==> config.mk <==
export PLATFORM = sky130hd
export DESIGN_NAME = lq_split_alloc
export DESIGN_NICKNAME = d
export VERILOG_FILES = /design/src/rtl/lq_split_pkg.sv /design/src/rtl/lq_ring.sv /design/src/rtl/lq_bank_rr.sv /design/src/rtl/lq_mode_fsm.sv /design/src/rtl/lq_split_alloc.sv
export SDC_FILE = /design/constraint.sdc
export NUM_CORES = 1
export LEC_CHECK = 0
export ABC_AREA = 1
export ABC_CLOCK_PERIOD_IN_PS = 6600
export BUFFER_PORTS_ARGS = -buffer_cell sky130_fd_sc_hd__clkbuf_2
export CORE_MARGIN = 5
export CORE_UTILIZATION = 58
export CTS_CLUSTER_DIAMETER = 120
export DETAILED_ROUTE_END_ITERATION = 7
export PLACE_DENSITY = 0.76
export SLEW_MARGIN = 5
export SYNTH_ARGS = -nofsm -noshare
export SYNTH_HDL_FRONTEND = slang
export SYNTH_SLANG_ARGS = --single-unit
==> constraint.sdc <==
create_clock -name clk -period 6.6 [get_ports clk]
set_clock_uncertainty 0.2 [all_clocks]
set_input_delay 0.99 -clock clk [delete_from_list [all_inputs] [get_ports clk]]
set_output_delay 0.99 -clock clk [all_outputs]
set_load 0.01 [all_outputs]
==> src/rtl/lq_split_pkg.sv <==
package lq_split_pkg;

    // Fill picture of the two load buffers for the current cycle
    typedef enum logic [1:0] {
        ST_OPEN    = 2'd0,
        ST_SPILL   = 2'd1,
        ST_AQ_FULL = 2'd2,
        ST_JAMMED  = 2'd3
    } lq_mode_e;

endpackage

==> src/rtl/lq_ring.sv <==
// In-order slot tracker for one queue or one bank.
module lq_ring #(
    parameter int DEPTH = 16,
    localparam int PW   = (DEPTH > 1) ? $clog2(DEPTH) : 1,
    localparam int CW   = $clog2(DEPTH + 1)
) (
    input  logic          clk,
    input  logic          rst_n,
    input  logic          push,
    input  logic          pop,
    output logic [PW-1:0] head,
    output logic [PW-1:0] tail,
    output logic [CW-1:0] count,
    output logic          full,
    output logic          empty,
    output logic          full_next
);

    logic [PW-1:0] head_q, tail_q;
    logic [CW-1:0] cnt_q, cnt_d;

    function automatic logic [PW-1:0] bump(input logic [PW-1:0] p);
        return (p == PW'(DEPTH - 1)) ? '0 : p + PW'(1);
    endfunction

    always_comb begin
        cnt_d = cnt_q + CW'(push) - CW'(pop);
    end

    always_ff @(posedge clk) begin
        if (!rst_n) begin
            head_q <= '0;
            tail_q <= '0;
            cnt_q  <= '0;
        end else begin
            if (push) tail_q <= bump(tail_q);
            if (pop)  head_q <= bump(head_q);
            cnt_q <= cnt_d;
        end
    end

    assign head      = head_q;
    assign tail      = tail_q;
    assign count     = cnt_q;
    assign full      = (cnt_q == CW'(DEPTH));
    assign empty     = (cnt_q == '0);
    assign full_next = (cnt_d == CW'(DEPTH));

endmodule

==> src/rtl/lq_bank_rr.sv <==
// Round-robin bank selector that skips full banks.
module lq_bank_rr #(
    parameter int NB = 3,
    localparam int BW = (NB > 1) ? $clog2(NB) : 1
) (
    input  logic          clk,
    input  logic          rst_n,
    input  logic [NB-1:0] bank_full,
    input  logic          adv,
    output logic [BW-1:0] pick
);

    logic [BW-1:0] rr_q;

    always_comb begin
        int  idx;
        logic found;
        pick  = '0;
        found = 1'b0;
        for (int k = 0; k < NB; k++) begin
            idx = int'(rr_q) + k;
            if (idx >= NB) idx = idx - NB;
            if (!found && !bank_full[idx]) begin
                pick  = BW'(idx);
                found = 1'b1;
            end
        end
    end

    always_ff @(posedge clk) begin
        if (!rst_n) begin
            rr_q <= '0;
        end else if (adv) begin
            rr_q <= (int'(pick) == NB - 1) ? '0 : pick + BW'(1);
        end
    end

endmodule

==> src/rtl/lq_mode_fsm.sv <==
// Mode machine: tracks the fill picture and routes each load.
module lq_mode_fsm
    import lq_split_pkg::*;
(
    input  logic     clk,
    input  logic     rst_n,
    input  logic     aq_full_nx,
    input  logic     bnk_full_nx,
    input  logic     ld_valid,
    input  logic     ld_dep,
    output logic     ld_stall,
    output logic     ld_to_bnk,
    output lq_mode_e mode_q
);

    lq_mode_e mode_d;
    logic     blocked;

    // State register
    always_ff @(posedge clk) begin
        if (!rst_n) mode_q <= ST_OPEN;
        else        mode_q <= mode_d;
    end

    // Next state: fill picture after this cycle's updates
    always_comb begin
        unique case ({aq_full_nx, bnk_full_nx})
            2'b00:   mode_d = ST_OPEN;
            2'b01:   mode_d = ST_SPILL;
            2'b10:   mode_d = ST_AQ_FULL;
            default: mode_d = ST_JAMMED;
        endcase
    end

    // Outputs
    always_comb begin
        unique case (mode_q)
            ST_OPEN: begin
                blocked   = 1'b0;
                ld_to_bnk = !ld_dep;
            end
            ST_SPILL: begin
                blocked   = 1'b0;
                ld_to_bnk = 1'b0;
            end
            ST_AQ_FULL: begin
                blocked   = ld_dep;
                ld_to_bnk = !ld_dep;
            end
            default: begin
                blocked   = 1'b1;
                ld_to_bnk = 1'b0;
            end
        endcase
        ld_stall = ld_valid && blocked;
    end

endmodule

==> src/rtl/lq_split_alloc.sv <==
module lq_split_alloc
    import lq_split_pkg::*;
#(
    parameter int AQ_DEPTH   = 32,
    parameter int NB_BANKS   = 3,
    parameter int BANK_DEPTH = 16,
    localparam int AQ_IW = $clog2(AQ_DEPTH),
    localparam int BK_IW = $clog2(BANK_DEPTH),
    localparam int IW    = (AQ_IW > BK_IW) ? AQ_IW : BK_IW,
    localparam int BW    = (NB_BANKS > 1) ? $clog2(NB_BANKS) : 1,
    localparam int AQ_CW = $clog2(AQ_DEPTH + 1),
    localparam int BK_CW = $clog2(BANK_DEPTH + 1)
) (
    input  logic          clk,
    input  logic          rst_n,
    input  logic          ld_valid,
    input  logic          ld_dep,
    output logic          ld_stall,
    output logic          ld_to_bnk,
    output logic [BW-1:0] ld_bank,
    output logic [IW-1:0] ld_index,
    input  logic          cm_valid,
    input  logic          cm_to_bnk,
    input  logic [BW-1:0] cm_bank,
    input  logic [IW-1:0] cm_index
);

    logic                             alloc;
    logic                             aq_push, aq_pop;
    logic [AQ_IW-1:0]                 aq_head, aq_tail;
    logic [AQ_CW-1:0]                 aq_cnt;
    logic                             aq_full, aq_empty, aq_full_nx;

    logic [NB_BANKS-1:0]              bk_push, bk_pop;
    logic [NB_BANKS-1:0][BK_IW-1:0]   bk_head, bk_tail;
    logic [NB_BANKS-1:0][BK_CW-1:0]   bk_cnt;
    logic [NB_BANKS-1:0]              bk_full, bk_empty, bk_full_nx;
    logic [BW-1:0]                    bk_pick;
    logic                             bk_adv;
    lq_mode_e                         mode_q;

    assign alloc   = ld_valid && !ld_stall;
    assign aq_push = alloc && !ld_to_bnk;
    assign bk_adv  = alloc && ld_to_bnk;
    assign aq_pop  = cm_valid && !cm_to_bnk && !aq_empty
                     && (cm_index == IW'(aq_head));

    lq_ring #(.DEPTH(AQ_DEPTH)) u_aq (
        .clk       (clk),
        .rst_n     (rst_n),
        .push      (aq_push),
        .pop       (aq_pop),
        .head      (aq_head),
        .tail      (aq_tail),
        .count     (aq_cnt),
        .full      (aq_full),
        .empty     (aq_empty),
        .full_next (aq_full_nx)
    );

    for (genvar b = 0; b < NB_BANKS; b++) begin : g_bank
        assign bk_push[b] = bk_adv && (bk_pick == BW'(b));
        assign bk_pop[b]  = cm_valid && cm_to_bnk && (cm_bank == BW'(b))
                            && !bk_empty[b] && (cm_index == IW'(bk_head[b]));

        lq_ring #(.DEPTH(BANK_DEPTH)) u_ring (
            .clk       (clk),
            .rst_n     (rst_n),
            .push      (bk_push[b]),
            .pop       (bk_pop[b]),
            .head      (bk_head[b]),
            .tail      (bk_tail[b]),
            .count     (bk_cnt[b]),
            .full      (bk_full[b]),
            .empty     (bk_empty[b]),
            .full_next (bk_full_nx[b])
        );
    end

    lq_bank_rr #(.NB(NB_BANKS)) u_rr (
        .clk       (clk),
        .rst_n     (rst_n),
        .bank_full (bk_full),
        .adv       (bk_adv),
        .pick      (bk_pick)
    );

    lq_mode_fsm u_fsm (
        .clk         (clk),
        .rst_n       (rst_n),
        .aq_full_nx  (aq_full_nx),
        .bnk_full_nx (&bk_full_nx),
        .ld_valid    (ld_valid),
        .ld_dep      (ld_dep),
        .ld_stall    (ld_stall),
        .ld_to_bnk   (ld_to_bnk),
        .mode_q      (mode_q)
    );

    assign ld_bank  = ld_to_bnk ? bk_pick : '0;
    assign ld_index = ld_to_bnk ? IW'(bk_tail[bk_pick]) : IW'(aq_tail);

endmodule

; ---- Word-level counts from Yosys, hierarchy flattened
; Index checks and enable logic that the tools add are counted.
[word_totals]
regBits = 59
latch_bits = 0
ram_bits = 0
rom_bits = 0
in_bits = 13
output_inout_bits = 9
word_cells = 148
mem_count = 0
[op_classes]
add_sub_neg = 22
n_mul = 0
div = 0
n_lt_le_gt_ge = 7
eq_ne = 28
shifts = 0
n_mux = 33
n_bitwise = 0
reduce_logical = 44
[op_table]
columns = cell, count
row1 = "< comparator 32 x 4 -> 1 bit, second input constant", 3
row2 = 2-to-1 mux 32 bit, 3
row3 = ">= comparator 32 x 3 -> 1 bit, second input constant", 2
row4 = "subtractor 32 x 3 -> 32 bit, second input constant", 2
row5 = "equality test 5 bit, second input constant", 8
row6 = 2-to-1 mux 4 bit, 7
row7 = "adder 4 x 1 -> 4 bit, second input constant", 6
row8 = "equality test 4 bit, second input constant", 6
row9 = logical AND 1 bit, 22
row10 = adder 5 x 1 -> 5 bit, 3
row11 = equality test 5 x 4 -> 1 bit, 3
row12 = zero test 5 bit, 3
row13 = 2-to-1 mux 5 bit, 3
row14 = subtractor 5 x 1 -> 5 bit, 3
row15 = zero test 1 bit, 11
row16 = "adder 5 x 1 -> 5 bit, second input constant", 2
row17 = "equality test 2 bit, second input constant", 5
row18 = 2-to-1 mux 2 bit, 5
row19 = 2-to-1 mux 1 bit, 9
row20 = binary-select mux 4 bit (select 2 bit), 1
row21 = "equality test 2 x 1 -> 1 bit, second input constant", 4
row22 = zero test 2 bit, 4
row23 = adder 6 x 1 -> 6 bit, 1
row24 = binary-select mux 1 bit (select 2 bit), 3
row25 = other kinds (14), 15

; ---- Longest topological paths before layout
[depth]
word_depth = 20
ltp_mapped = 24
depth_no_buf = 24

; ---- Cells and area by module
; Synthesis repeated with hierarchy kept, for this count alone.
[hier_totals]
cells_unflattened = 642
area_unflattened_um2 = 4147.7
[by_module_without_submodules]
columns = mod, instances, cells_per_inst, area_per_inst_um2, seq_area_each_um2
row1 = lq_ring (g_bank[0].u_ring ...), 3, 99, 723.2, 260.2
row2 = lq_ring (u_aq), 1, 135, 969.7, 320.3
row3 = lq_split_alloc, 1, 145, 596.8, 0.0
row4 = lq_bank_rr, 1, 56, 342.8, 40.0
row5 = lq_mode_fsm, 1, 9, 68.8, 40.0

; ---- Least setup slack after synthesis
; No wires, ideal clock.
[synth_timing]
path_type = input-to-reg
from = input port ld_dep
to = register u_fsm.mode_q[0]
setup_time_ps = 64
t_arrival_ps = 3505
required_ps = 6336
setup_slack_ps = 2830
path_stages = 12
path_cell_list = nor2_1 -> inv_1 -> nor2_2 -> nand3_4 -> ha_1 -> inv_1 -> ha_1 -> fa_1 -> or4_1 -> nor4_1 -> nand3_1 -> nor2_1
[synth_between]
elab_chain_len = 12
[synth_rtl]
columns = item, line
row1 = from (decl), lq_split_alloc.sv:17  ; input logic ld_dep,
row2 = case mux 1 bit (2 select lines), lq_mode_fsm.sv:37  ; unique case (mode_q)
row3 = logical AND 1 bit, lq_mode_fsm.sv:55  ; ld_stall = ld_valid && blocked;
row4 = zero test 1 bit, lq_split_alloc.sv:42  ; assign alloc = ld_valid && !ld_stall;
row5 = logical AND 1 bit, lq_split_alloc.sv:42
row6 = logical AND 1 bit (*), lq_split_alloc.sv:44  ; assign bk_adv = alloc && ld_to_bnk;
row7 = logical AND 1 bit (*), lq_split_alloc.sv:62  ; assign bk_push[b] = bk_adv && (bk_pick == BW'(b));
row8 = adder 5 x 1 -> 5 bit (*), lq_ring.sv:27  ; cnt_d = cnt_q + CW'(push) - CW'(pop);
row9 = subtractor 5 x 1 -> 5 bit (*), lq_ring.sv:27
row10 = named net g_bank[1].u_ring.cnt_d[1], lq_ring.sv:20  ; logic [CW-1:0] cnt_q, cnt_d;
row11 = equality test 5 bit (*), lq_ring.sv:47  ; assign full_next = (cnt_d == CW'(DEPTH));
row12 = AND reduction 3 bit (*), lq_split_alloc.sv:92  ; .bnk_full_nx (&bk_full_nx),
row13 = equality test 2 bit (tied with other cells), lq_mode_fsm.sv:27  ; unique case ({aq_full_nx, bnk_full_nx})
row14 = case mux 2 bit (3 select lines) (*), lq_mode_fsm.sv:27
row15 = to (signal assigned), lq_mode_fsm.sv:22  ; else mode_q <= mode_d;
row16 = to (decl), lq_mode_fsm.sv:13  ; output lq_mode_e mode_q
; Mark *: on every way through the listed nets, which the timed path passes. The rest lies on a longest branch.
; A chain may end at the register's enable or synchronous reset.

; ---- Worst setup path after layout
[layout_timing]
from = input port ld_dep
to = register u_fsm.mode_q[0]
[layout_between]
elab_chain_len = 12
[layout_rtl]
columns = item, line
row1 = case mux 1 bit (2 select lines), lq_mode_fsm.sv:37
row2 = logical AND 1 bit, lq_mode_fsm.sv:55
row3 = zero test 1 bit, lq_split_alloc.sv:42
row4 = logical AND 1 bit, lq_split_alloc.sv:42
row5 = logical AND 1 bit (*), lq_split_alloc.sv:44
row6 = logical AND 1 bit (*), lq_split_alloc.sv:62
row7 = adder 5 x 1 -> 5 bit (*), lq_ring.sv:27
row8 = subtractor 5 x 1 -> 5 bit (*), lq_ring.sv:27
row9 = named net g_bank[2].u_ring.cnt_d[1], lq_ring.sv:20
row10 = equality test 5 bit (*), lq_ring.sv:47
row11 = AND reduction 3 bit (*), lq_split_alloc.sv:92
row12 = equality test 2 bit (tied with other cells), lq_mode_fsm.sv:27
row13 = case mux 2 bit (3 select lines) (*), lq_mode_fsm.sv:27
; Marks and branches as above.

==> flow_metrics.env <==
export IMPL_synth_fa_ha_area_share_pct=13.7
export IMPL_critical_path_max_stage_delay_ps=520
export IMPL_synth_seq_area_share_pct=29.2
export IMPL_synth_compound_area_share_pct=8.10
export IMPL_ys_types=38
export IMPL_drt_pass1_iter_count=5
export IMPL_cts_resized_gates=0
export IMPL_ir_drop_v=0.000171
export IMPL_wl_per_cell_um=12.9
export IMPL_synth_edf_count=0
export IMPL_area_growth_pct=8.97
export IMPL_cp_cell_sequence="clkbuf_2, nor2_1, inv_1, nor2_2, nand3_2, ha_1, inv_1, ha_1, fa_1, or4_1, nor4_1, nand3_1, nor2_1"
export IMPL_cts_tree="yes"
export IMPL_slowest_stage="nor2_1"
export IMPL_grt_pass1_wl_mm=15.3
export IMPL_yosys_area_top_type="dfxtp_1"
export IMPL_synthMuxAreaShare_pct=0
export IMPL_layout_min_cycle_time_ps=4330
export IMPL_drive_gt1_share_pct=10.4
export IMPL_num_rows=30
export IMPL_p_leak_nw=1.99
export IMPL_final_antenna_net_count=0
export IMPL_max_cap_violations=0
export IMPL_post_cts_buffers=0
export IMPL_first_iter_violations=178
export IMPL_cts_clk_slew_worst_paths_ps=70
export IMPL_synth_top_flop_cell="dfxtp_1"
export IMPL_placed_area_um2=4220
export IMPL_slew_headroom_pct=32.0
export IMPL_synth_seq_cells=59
export IMPL_gp_congestion=0.850
export IMPL_grt_ovfl_total=0
export IMPL_avgSynthCellArea_um2=7.09
export IMPL_grt_pass1_vias=3557
export IMPL_vias_per_cell=5.36
export IMPL_insertion_delay_ps=340
export IMPL_synth_most_common_cell="nand2_1"
export IMPL_finalNetCount=648
export IMPL_antenna_found_initial=0
export IMPL_final_area_um2=4410
export IMPL_tightest_slew_ps=1020
export IMPL_synth_common_cells="93 x nand2_1, 88 x inv_1, 70 x nor2_1"
export IMPL_powerDensity_nw_per_um2=265
export IMPL_initial_core_util_pct=59.6
export IMPL_setup_worst_path_class="in2reg"
export IMPL_clock_sinks=59
export IMPL_vias=3721
export IMPL_synth_xor_area_share_pct=6.06
export IMPL_outcome="finished clean"
export IMPL_fp_dieW_um=93.5
export IMPL_root_buffer="clkbuf_8"
export IMPL_setup_tns_ps=0
export IMPL_synth_cells=571
export IMPL_critPathCaptureType="flip-flop"
export IMPL_core_area_um2=6790
export IMPL_crit_family="simple AND/OR/NAND/NOR gates"
export IMPL_grt_use_total_pct=21.6
export IMPL_synth_top_family_by_area="simple AND/OR/NAND/NOR gates"
export IMPL_htreeDepth=3
export IMPL_drt_wl_total_mm=8.92
export IMPL_numCtsBuffers=9
export IMPL_critPathRequiredTime_ps=6680
export IMPL_synth_area_leaders="dfxtp_1 29%, ha_1 12%, nand2_1 8.6%"
export IMPL_synthesis_area_um2=4050
export IMPL_drc=0
export IMPL_arrival_ps=4410
export IMPL_dpl_hpwl_mm=6.66
export IMPL_setup_viol=0
export IMPL_io_pins=22
export IMPL_io_buffers=21
export IMPL_n_antenna_cell=0
export IMPL_slew_viol_final=0
export IMPL_post_route_util_pct=64.9
export IMPL_hold_viol=0
export IMPL_clk_path_buf_depth=2
export IMPL_async_flop_share_pct=0
export IMPL_die_h_um=93.5
export IMPL_clock_fmax_mhz=231
export IMPL_ys_warnings_count=0
export IMPL_rsz0062_at_grt="false"
export IMPL_hold_path_class="reg2reg"
export IMPL_cp_start_kind="input port"
export IMPL_die_area_um2=8750
export IMPL_synthesis_nets=626
export IMPL_grt_max_degree=30
export IMPL_synth_top_area_share_pct=29.2
export IMPL_cp_num_buf_inv=3
export IMPL_worst_path_max_fanout=12
export IMPL_period_share_pct=65.6
export IMPL_yosys_area_share_simple_pct=32.9
export IMPL_ctsHoldBuffers=0
-- logic make-up after synthesis --
logic type | after synthesis
AOI/OAI and AO/OA | 62
xor gates and xnor gates | 28
adders and majority gates | 42
buffers and inverters | 103
DFF | 59
and+or+nand+nor | 277
-- flip-flops by register name (all words and copies together), names as in the netlist --
name	cells
u_aq.head	5
g_bank.u_ring.tail	12
u_fsm.mode_q	2
g_bank.u_ring.count	15
u_rr.rr_q	2
g_bank.u_ring.head	12
u_aq.count	6
u_aq.tail	5
-- through the flow --
stage	cells	hold slack [ps]	total power [mW]	worst slack [ps]
global placement	678	249	0.833	2070
CTS	694	269	1.17	2290
detailed placement	678	259	0.844	1930
floorplan	571	228	0.761	2830
global route	694	305	1.25	1970
finish	694	272	1.17	2270
-- worst register-to-register path: cells and delay by family (launching register included) --
family          cells  cell delay, ps
compound gates      1              70
flops               1             360
fa+ha+maj           4            1350
buf+inv             3             250
simple gates       10            1870
-- path summary, 6_finish.rpt --
path / from / end / slack, ps / cells past startpoint
setup / recovery: ld_dep / u_fsm.mode_q[0] / 2270 / 13
hold / removal: g_bank[2].u_ring.head[3] / g_bank[2].u_ring.head[3] / 270 / 1
setup reg to reg: u_rr.rr_q[0] / u_fsm.mode_q[0] / 2460 / 18
hold reg to reg: g_bank[2].u_ring.head[3] / g_bank[2].u_ring.head[3] / 270 / 1
-- placed cells by master, fill, tap and decap left out, types with 5 or more instances in the layout --
master,count
clkbuf_2,21
dfxtp_1,59
nand3_1,46
xnor2_1,9
nor3_1,16
ha_1,38
nor4_1,5
inv_1,88
inv_2,5
o21ai_0,12
xor2_1,19
clkbuf_8,9
nand4_1,24
a21oi_1,38
nand2_1,93
nor2_1,70
-- per-layer routing --
layer  global-route usage (%)  up-vias  routed length [um]
met4                     6.72        0                 178
met1                     26.5     1709                4080
met5                        0        -                   0
met3                     4.91       14                 357
li1                         -     1908                   -
met2                     37.5       90                4310
-- cell type report --
type,instances,area [um2]
flip-flops and latches,59,1180
fillers,604,2380
clock buffers,9,124
clock inverters,7,68.8
well taps,96,120
multi-input cells,409,2460
repair buffers,21,105
inverters,93,349
-- where the power goes --
| part | switching [mW] | internal (mW) |
|---|---|---|
| sequential | 0.0303 | 0.392 |
| clock | 0.156 | 0.173 |
| combinational | 0.267 | 0.153 |
Note: power is estimated with default switching activity, not from simulation.
